<file path="config.mk">
export PLATFORM = sky130hd
export DESIGN_NAME = halfword_write_packer
export DESIGN_NICKNAME = d
export VERILOG_FILES = /design/src/rtl/hwp_pkg.sv /design/src/rtl/hwp_lane_plan.sv /design/src/rtl/hwp_merge_buf.sv /design/src/rtl/halfword_write_packer.sv
export SDC_FILE = /design/constraint.sdc
export NUM_CORES = 1
export LEC_CHECK = 0
export ABC_AREA = 1
export BUFFER_PORTS_ARGS = -buffer_cell sky130_fd_sc_hd__buf_2
export CAP_MARGIN = 5
export CORE_ASPECT_RATIO = 1.2
export CORE_UTILIZATION = 52
export CTS_BUF_LIST = sky130_fd_sc_hd__clkbuf_2
export DETAILED_ROUTE_END_ITERATION = 6
export PLACE_DENSITY = 0.93
export SLEW_MARGIN = 25
export SYNTH_ARGS = -nofsm -noshare
export SYNTH_HDL_FRONTEND = slang
export SYNTH_SLANG_ARGS = --single-unit
</file>
<file path="constraint.sdc">
create_clock -name clk -period 1.6 [get_ports clk]
set_input_delay 0.16 -clock clk [delete_from_list [all_inputs] [get_ports clk]]
set_output_delay 0.16 -clock clk [all_outputs]
set_load 0.005 [all_outputs]
</file>
<file path="src/rtl/hwp_pkg.sv">
// Shared types for the halfword write packer.
// Assumes a 16-bit program unit made of two 8-bit lanes.
package hwp_pkg;
    localparam int LANE_W = 8;
    localparam int HW_W   = 2 * LANE_W;

    typedef enum logic [2:0] {
        S_IDLE,
        S_PLAN,
        S_READ,
        S_LO,
        S_HI,
        S_WRITE,
        S_DONE
    } pk_state_t;

    // Which lanes of the current halfword take new source bytes.
    typedef struct packed {
        logic lo_new;
        logic hi_new;
        logic need_read;
    } lane_plan_t;
endpackage

</file>
<file path="src/rtl/hwp_lane_plan.sv">
// Decides which lanes of the next halfword are fed by source bytes.
// Assumes rem is the count of source bytes not yet consumed. The head
// halfword of an odd start has its low lane kept from memory.
module hwp_lane_plan
    import hwp_pkg::*;
#(
    parameter int CW = 12
) (
    input  logic          first,
    input  logic          odd,
    input  logic [CW-1:0] rem,
    output lane_plan_t    plan
);
    logic head_odd;
    assign head_odd = first && odd;

    // Lane assignment for the halfword about to be built.
    always_comb begin
        plan.lo_new    = !head_odd && (rem != '0);
        plan.hi_new    = head_odd ? (rem != '0) : (rem >= CW'(2));
        plan.need_read = !(plan.lo_new && plan.hi_new);
    end
endmodule

</file>
<file path="src/rtl/hwp_merge_buf.sv">
// Halfword assembly register: loaded whole from a readback, then
// overwritten lane by lane with source bytes.
// Assumes at most one load strobe is active per cycle.
module hwp_merge_buf
    import hwp_pkg::*;
(
    input  logic              clk,
    input  logic              rst_n,
    input  logic              load_all,
    input  logic [HW_W-1:0]   all_data,
    input  logic              load_lo,
    input  logic              load_hi,
    input  logic [LANE_W-1:0] byte_in,
    output logic [HW_W-1:0]   word
);
    // Hold and update the halfword being assembled.
    always_ff @(posedge clk) begin
        if (!rst_n) begin
            word <= '0;
        end else if (load_all) begin
            word <= all_data;
        end else begin
            if (load_lo) word[LANE_W-1:0]    <= byte_in;
            if (load_hi) word[HW_W-1:LANE_W] <= byte_in;
        end
    end
endmodule

</file>
<file path="src/rtl/halfword_write_packer.sv">
// Top of the packer. Walks a byte-addressed write as aligned halfwords.
// For each halfword it reads back the current content when a lane is
// untouched, collects the new bytes, issues the program request and
// stops on the first nonzero status.
// Assumes the downstream read and write ports answer each held request
// with a one-cycle acknowledge, with rd_data/wr_status valid alongside it.
module halfword_write_packer
    import hwp_pkg::*;
#(
    parameter int AW = 16,
    parameter int CW = 12,
    parameter int SW = 4
) (
    input  logic              clk,
    input  logic              rst_n,
    input  logic              start,
    input  logic [AW-1:0]     start_addr,
    input  logic [CW-1:0]     byte_count,
    output logic              busy,
    output logic              done,
    output logic [SW-1:0]     status,
    input  logic              src_valid,
    input  logic [LANE_W-1:0] src_data,
    output logic              src_ready,
    output logic              rd_req,
    output logic [AW-1:0]     rd_addr,
    input  logic              rd_ack,
    input  logic [HW_W-1:0]   rd_data,
    output logic              wr_req,
    output logic [AW-1:0]     wr_addr,
    output logic [HW_W-1:0]   wr_data,
    input  logic              wr_ack,
    input  logic [SW-1:0]     wr_status
);
    localparam logic [AW-1:0] STEP = AW'(2);

    pk_state_t     state;
    logic [AW-1:0] cur_addr;
    logic [CW-1:0] rem;
    logic          odd, first;
    lane_plan_t    plan_now, plan_q;
    logic          take;

    hwp_lane_plan #(.CW(CW)) u_plan (
        .first (first),
        .odd   (odd),
        .rem   (rem),
        .plan  (plan_now)
    );

    assign take = src_ready && src_valid;

    hwp_merge_buf u_buf (
        .clk      (clk),
        .rst_n    (rst_n),
        .load_all (state == S_READ && rd_ack),
        .all_data (rd_data),
        .load_lo  (state == S_LO && take),
        .load_hi  (state == S_HI && take),
        .byte_in  (src_data),
        .word     (wr_data)
    );

    // Port views of the controller state.
    assign busy      = (state != S_IDLE);
    assign done      = (state == S_DONE);
    assign src_ready = (state == S_LO) || (state == S_HI);
    assign rd_req    = (state == S_READ);
    assign wr_req    = (state == S_WRITE);
    assign rd_addr   = cur_addr;
    assign wr_addr   = cur_addr;

    // Transfer sequencing: plan, readback, byte collection, program.
    always_ff @(posedge clk) begin
        if (!rst_n) begin
            state    <= S_IDLE;
            cur_addr <= '0;
            rem      <= '0;
            odd      <= 1'b0;
            first    <= 1'b0;
            plan_q   <= '0;
            status   <= '0;
        end else begin
            unique case (state)
                S_IDLE: if (start) begin
                    cur_addr <= {start_addr[AW-1:1], 1'b0};
                    rem      <= byte_count;
                    odd      <= start_addr[0];
                    first    <= 1'b1;
                    if (byte_count == '0 && !start_addr[0]) begin
                        status <= '0;
                        state  <= S_DONE;
                    end else begin
                        state  <= S_PLAN;
                    end
                end
                S_PLAN: begin
                    plan_q <= plan_now;
                    if (plan_now.need_read)   state <= S_READ;
                    else                      state <= S_LO;
                end
                S_READ: if (rd_ack) begin
                    if (plan_q.lo_new)        state <= S_LO;
                    else if (plan_q.hi_new)   state <= S_HI;
                    else                      state <= S_WRITE;
                end
                S_LO: if (take) begin
                    rem <= rem - CW'(1);
                    state <= plan_q.hi_new ? S_HI : S_WRITE;
                end
                S_HI: if (take) begin
                    rem   <= rem - CW'(1);
                    state <= S_WRITE;
                end
                S_WRITE: if (wr_ack) begin
                    if (wr_status != '0) begin
                        status <= wr_status;
                        state  <= S_DONE;
                    end else begin
                        cur_addr <= cur_addr + STEP;
                        first    <= 1'b0;
                        if (rem == '0) begin
                            status <= '0;
                            state  <= S_DONE;
                        end else begin
                            state  <= S_PLAN;
                        end
                    end
                end
                S_DONE: state <= S_IDLE;
                default: state <= S_IDLE;
            endcase
        end
    end
endmodule


</file>
== Word-level counts from Yosys, hierarchy flattened ==
Index checks and enable logic that the tools add are counted.

* Add/sub/neg operators: 2
* Order comparisons: 1
* Equal/unequal tests: 15
* Mux-type cells: 33
* Reduce and logical (&&, ||, !) cells: 27

{| class="wikitable"
|+ Operator list
! kind !! number
|-
| 16-bit 2-to-1 mux || 4
|-
| 16-bit one-hot mux with 2 select lines || 1
|-
| 3-bit 2-to-1 mux || 9
|-
| 12-bit zero test || 2
|-
| 12-bit 2-to-1 mux || 2
|-
| 12-bit one-hot mux with 2 select lines || 1
|-
| 4-bit 2-to-1 mux || 5
|-
| 3-bit one-hot mux with 6 select lines || 1
|-
| 16-bit by 2-bit adder with 16-bit output (second input constant) || 1
|-
| 8-bit 2-to-1 mux || 2
|-
| 12-bit by 2-bit >= comparator with 1-bit output (second input constant) || 1
|-
| 12-bit nonzero test || 1
|-
| 12-bit by 1-bit subtractor with 12-bit output (second input constant) || 1
|-
| 2-bit inequality test (second input constant) || 5
|-
| 5-bit AND reduction || 2
|-
| 3-bit == test (second input constant) || 3
|-
| 1-bit logical AND || 8
|-
| 4-bit one-hot mux with 2 select lines || 1
|-
| 2-bit nonzero test || 4
|-
| 3-bit by 2-bit == test with 1-bit output (second input constant) || 2
|-
| 1-bit 2-to-1 mux || 6
|-
| 2-bit by 1-bit inequality test with 1-bit output (second input constant) || 3
|-
| 4-bit AND reduction || 1
|-
| 4-bit nonzero test || 1
|-
| 10 further kinds || 11
|}

* Bits in registers: 55
* Input port bits: 62
* Output and inout bits: 57
* Logic and storage cells: 88

== Logic depth before layout (Yosys ltp) ==
* Word-level depth: 6
* Mapped depth: 11

== By module ==
Synthesis repeated with hierarchy kept, for this count alone.

* Cell total of the unflattened synthesis: 591
* Area total of the unflattened synthesis: 3,604.7 um2

{| class="wikitable"
|+ By module, submodules not included
! module !! instances !! cells each !! area each (um2) !! sequential area each (um2)
|-
| halfword_write_packer || 1 || 450 || 2,703.8 || 760.7
|-
| hwp_merge_buf || 1 || 122 || 824.5 || 320.3
|-
| hwp_lane_plan || 1 || 19 || 76.3 || 0.0
|}

== Worst setup path before layout ==
OpenSTA, ideal clock, no wires.

* Path type: register to register
* Start: register cur_addr[1], in the netlist rd_addr[1]
* End: register cur_addr[15], in the netlist rd_addr[15]
* Library setup time: 0.132 ns
* Arrival time: 1.402 ns
* Setup slack: 0.066 ns
* Cell stages (with the launch flop): 11
* Buffers on the path: 0
* Clock period less this slack: 1.534 ns
* Cell sequence: dfxtp_1 -> ha_1 -> nand2_1 -> nor2_1 -> nand2_1 -> nor2_1 -> nand3_1 -> nand2_1 -> nand3_1 -> nand2_1 -> a21oi_1

* Word-level cells in the longest chain between the ends: 4

{| class="wikitable"
|+ Ends and longest elaborated chain
! what !! line !! source
|-
| start: declaration || halfword_write_packer.sv:38 || <nowiki>logic [AW-1:0] cur_addr;</nowiki>
|-
| start signal: assignment || halfword_write_packer.sv:86 || <nowiki>cur_addr <= {start_addr[AW-1:1], 1'b0};</nowiki>
|-
| start signal: assignment || halfword_write_packer.sv:120 || <nowiki>cur_addr <= cur_addr + STEP;</nowiki>
|-
| 16-bit by 2-bit adder with 16-bit output || halfword_write_packer.sv:120 ||
|-
| 16-bit 2-to-1 mux || halfword_write_packer.sv:116 || <nowiki>if (wr_status != '0) begin</nowiki>
|-
| 16-bit 2-to-1 mux || halfword_write_packer.sv:115 || <nowiki>S_WRITE: if (wr_ack) begin</nowiki>
|-
| 16-bit one-hot mux with 2 select lines || halfword_write_packer.sv:84 || <nowiki>unique case (state)</nowiki>
|}

Every way passes these cells. The select of a mux whose other input is x is not followed.
A chain may end at the register's enable or synchronous reset.

== Final worst setup path ==
* Start: register state[2]
* End: register state[2]

* Word-level cells in the longest chain between the ends: 5
* Elaborated cells on any way between the ends: 15
* Classes of those cells: eq/ne: 10; mux: 1; reduce/logical: 4

{| class="wikitable"
|+ Ends and longest elaborated chain
! what !! line !! source
|-
| start: declaration || halfword_write_packer.sv:37 || <nowiki>pk_state_t state;</nowiki>
|-
| start signal: assignment || halfword_write_packer.sv:109 || <nowiki>state <= plan_q.hi_new ? S_HI : S_WRITE;</nowiki>
|-
| 3-bit by 2-bit == test with 1-bit output or 3-bit == test (tied branches) || halfword_write_packer.sv:67, halfword_write_packer.sv:84 ||
|-
| 1-bit logical OR || halfword_write_packer.sv:67 || <nowiki>assign src_ready = (state == S_LO) || (state == S_HI);</nowiki>
|-
| 1-bit logical AND || halfword_write_packer.sv:51 || <nowiki>assign take = src_ready && src_valid;</nowiki>
|-
| 2-bit inequality test (no line) || n/a ||
|-
| 5-bit AND reduction (no line) || n/a ||
|}

Parallel ways exist; a longest one is shown, timed or not.

==> results_dict.tcl <==
set metrics [dict create \
    async_flop_share_pct 0 \
    worst_slack_ns -0.0857 \
    ys_types 33 \
    layout.cells.non_filler 766 \
    violations "negative setup slack" \
    core_area_um2 6170 \
    grt_max_degree 22 \
    multi_input_area_um2 2010 \
    period_share_pct 105 \
    rsz0062_at_grt "yes" \
    routedWlPerCell_um 15.2 \
    setup_viol 8 \
    drv_slew 0 \
    grt_usage_pct 30.6 \
    ys_seq_elements 54 \
    pwr-share-comb_pct 58.0 \
    first_pass_iters 5 \
    finalPower_mw 7.32 \
    drive_gt1_share_pct 33.0 \
    period_needed_ns 1.69 \
    diodes 0 \
    powerDensity_nw_per_um2 1510 \
    rr_worst_depth 8 \
    syn_inst 514 \
    numCtsBuffers 5 \
    antenna_left 0 \
    leakage_nw 2.27 \
    seqCellArea_um2 1100 \
    pwr-share-clk_pct 12.0 \
    p_seq_share_pct 30.0 \
    gp_congestion 0.861 \
    cts_htree_levels 2 \
    die_w_um 75.6 \
    status "complete, but fails checks" \
    r2r_end "state[2]" \
    holdWs_ns 0.0171 \
    hold_viol 0 \
    die_y_um 90.3 \
    insertion_delay_ns 0.47 \
    hold_depth 5 \
    grt-ovfl-total 0 \
    p_sw_share_pct 46.1 \
    clock.fmax_mhz 593 \
    cts_buffer_depth 2 \
    nFillCells 398 \
    dp_hpwl_um 6930 \
    drt_iter0_markers 295 \
    cts_tree "built" \
    p_int_mw 3.95 \
    startpoint_type "register" \
    grt_pass1_vias 3765 \
    vias 4348 \
    routed_wl_um 11700 \
    r2r_start "state[2]" \
    clkTransAtPathRegs_ns 0.30 \
    grt_pass1_wl_um 16400 \
    final_cell_mix "buf_2 (113), nand2_1 (104), dfxtp_1 (46)" \
    antenna_found_initial 0 \
    fin_skew_ns 0.0255 \
    final_common_cell "buf_2" \
    p_sw_mw 3.37 \
    crit_required_ns 2.00 \
    hold_class "in -> reg" \
    port_buffers 116 \
    path_max_fanout 6 \
    max-cap-violations 0 \
    rows 31 \
    setup.worst_path.class "reg -> reg" \
    synth_flop_cell "dfxtp_1" \
    r2r_slack_ns -0.09 \
    areaGrowthSynthToFinish_pct 43.5 \
    yosys_warnings 0 \
    yosysSeqAreaShare_pct 32.0 \
    critPathCaptureType "register" \
    finalNetCount 749 \
    ios 119 \
    hold_end "rd_addr[8]" \
    drc 0 \
    syn_avg_cell_area_um2 6.58 \
    cts.sinks 54 \
    die-area_um2 6830 \
    critPathArrivalTime_ns 2.09 \
    cts-root-buf "clkbuf_2" \
    irDropWorstVdd_v 0.000722 \
    via_per_inst 5.68 \
    synth_edf_count 0 \
    netlist_area_um2 3380 \
    start_util_pct 54.8 \
    hold_start "start_addr[8]" \
    placed_cells 696 \
]
## state kept, by name, summed over array words and instances, names as in the netlist
signal      cells
u_buf.word     16
rd_addr        15
rem            12
status          4
state           3
plan_q          2
first           1
odd             1
## final cells by class
type | count | area share [%]
multi-input cells | 378 | 41.4
repair buffers | 198 | 28.1
flip-flops and latches | 54 | 22.6
inverters | 45 | 3.74
well taps | 82 | 2.11
clock inverters | 3 | 1.42
clock buffers | 5 | 0.516
repair inverters | 1 | 0.129
## logic make-up (layout without fill, tap and decap cells)
| group | after synthesis | count (layout) | synth area share, % |
|---|---|---|---|
| adder cells (fa/ha/maj) | 4 | 4 | 1.48 |
| buffers and inverters | 85 | 252 | 13.3 |
| AND/OR/NAND/NOR | 238 | 238 | 31.0 |
| AO/OA/AOI/OAI | 128 | 130 | 21.1 |
| other | 1 | 2 | 0.111 |
| XOR/XNOR | 4 | 4 | 1.04 |
| flip-flops | 54 | 54 | 32.0 |
## synth_stat cells (2+ instances only)
master,number,area [um^2]
a31oi_1,19,119
inv_2,4,15.0
dfxtp_1,54,1080
buf_2,7,35.0
nor3_1,11,55.1
o21a_1,2,15.0
o21ai_4,2,32.5
o21ai_0,52,260
nand4_1,8,50.1
a21oi_2,2,17.5
nand3_1,43,215
or2_2,3,18.8
nand2_4,3,33.8
inv_1,40,150
xnor2_1,3,26.3
nor2_4,3,33.8
a21oi_1,45,225
o211ai_1,2,15.0
clkbuf_1,6,22.5
nand2_2,2,12.5
buf_4,22,165
nor2_1,53,199
ha_1,4,50.1
buf_6,5,56.3
o31ai_1,2,15.0
nand2_1,110,413
## per-stage QoR
step / worst slack (ns) / utilization, % / cell area [um^2] / setup TNS, ns
after detailed placement: 0.0360 / 64.5 / 3980 / 0
after CTS: -0.0734 / 73.7 / 4540 / -0.171
after global placement: 0.115 / 64.5 / 3980 / 0
after global routing: -0.187 / 78.7 / 4850 / -2.46
final: -0.0857 / 78.7 / 4850 / -0.411
after floorplan: 0.0659 / - / 3390 / 0
## routing by layer
metal,part of all wire (%),vias up,track usage [%]
met5,0,-,0
met4,4.0,0,15.4
met3,7.2,61,5.58
met2,51,273,53.5
met1,38,1968,34.1
li1,-,2046,-
## worst max path at each step
stage,startpoint,to,slack (ns),depth (start not counted)
after detailed placement,state[1],rd_addr[2],0.04,8
after global routing,state[2],state[2],-0.19,8
after CTS,state[1],rd_req,-0.07,6
after global placement,rem[0],rem[10],0.12,10
final,state[2],state[2],-0.09,8
after floorplan,rd_addr[1],rd_addr[15],0.07,10
## power by group through the flow
stage               Clock (mW)  Sequential (mW)  Combinational, mW
floorplan                    0             2.10               2.44
global placement             0             2.12               3.21
detailed placement           0             2.14               3.31
CTS                      0.887             2.13               3.59
global route             0.954             2.25               4.65
finish                   0.878             2.20               4.25
## worst max-delay path: stages, from the launching register on
cell and delay (ns):
dfxtp_2 0.47, inv_1 0.10, nand2_2 0.14, inv_2 0.09
nand2_1 0.18, nand3_1 0.19, nor2_1 0.24, nand2_1 0.10
a21oi_1 0.13
## repair_timing
action	in CTS	in global routing
pin swaps	4	15
hold buffers	36	2
buffers inserted	8	13
gates cloned	0	3
endpoints found under the hold margin	28	2
gates resized for setup	26	58
endpoints found under the setup margin	6	40
No activity file was read; power rests on OpenSTA's default activity.
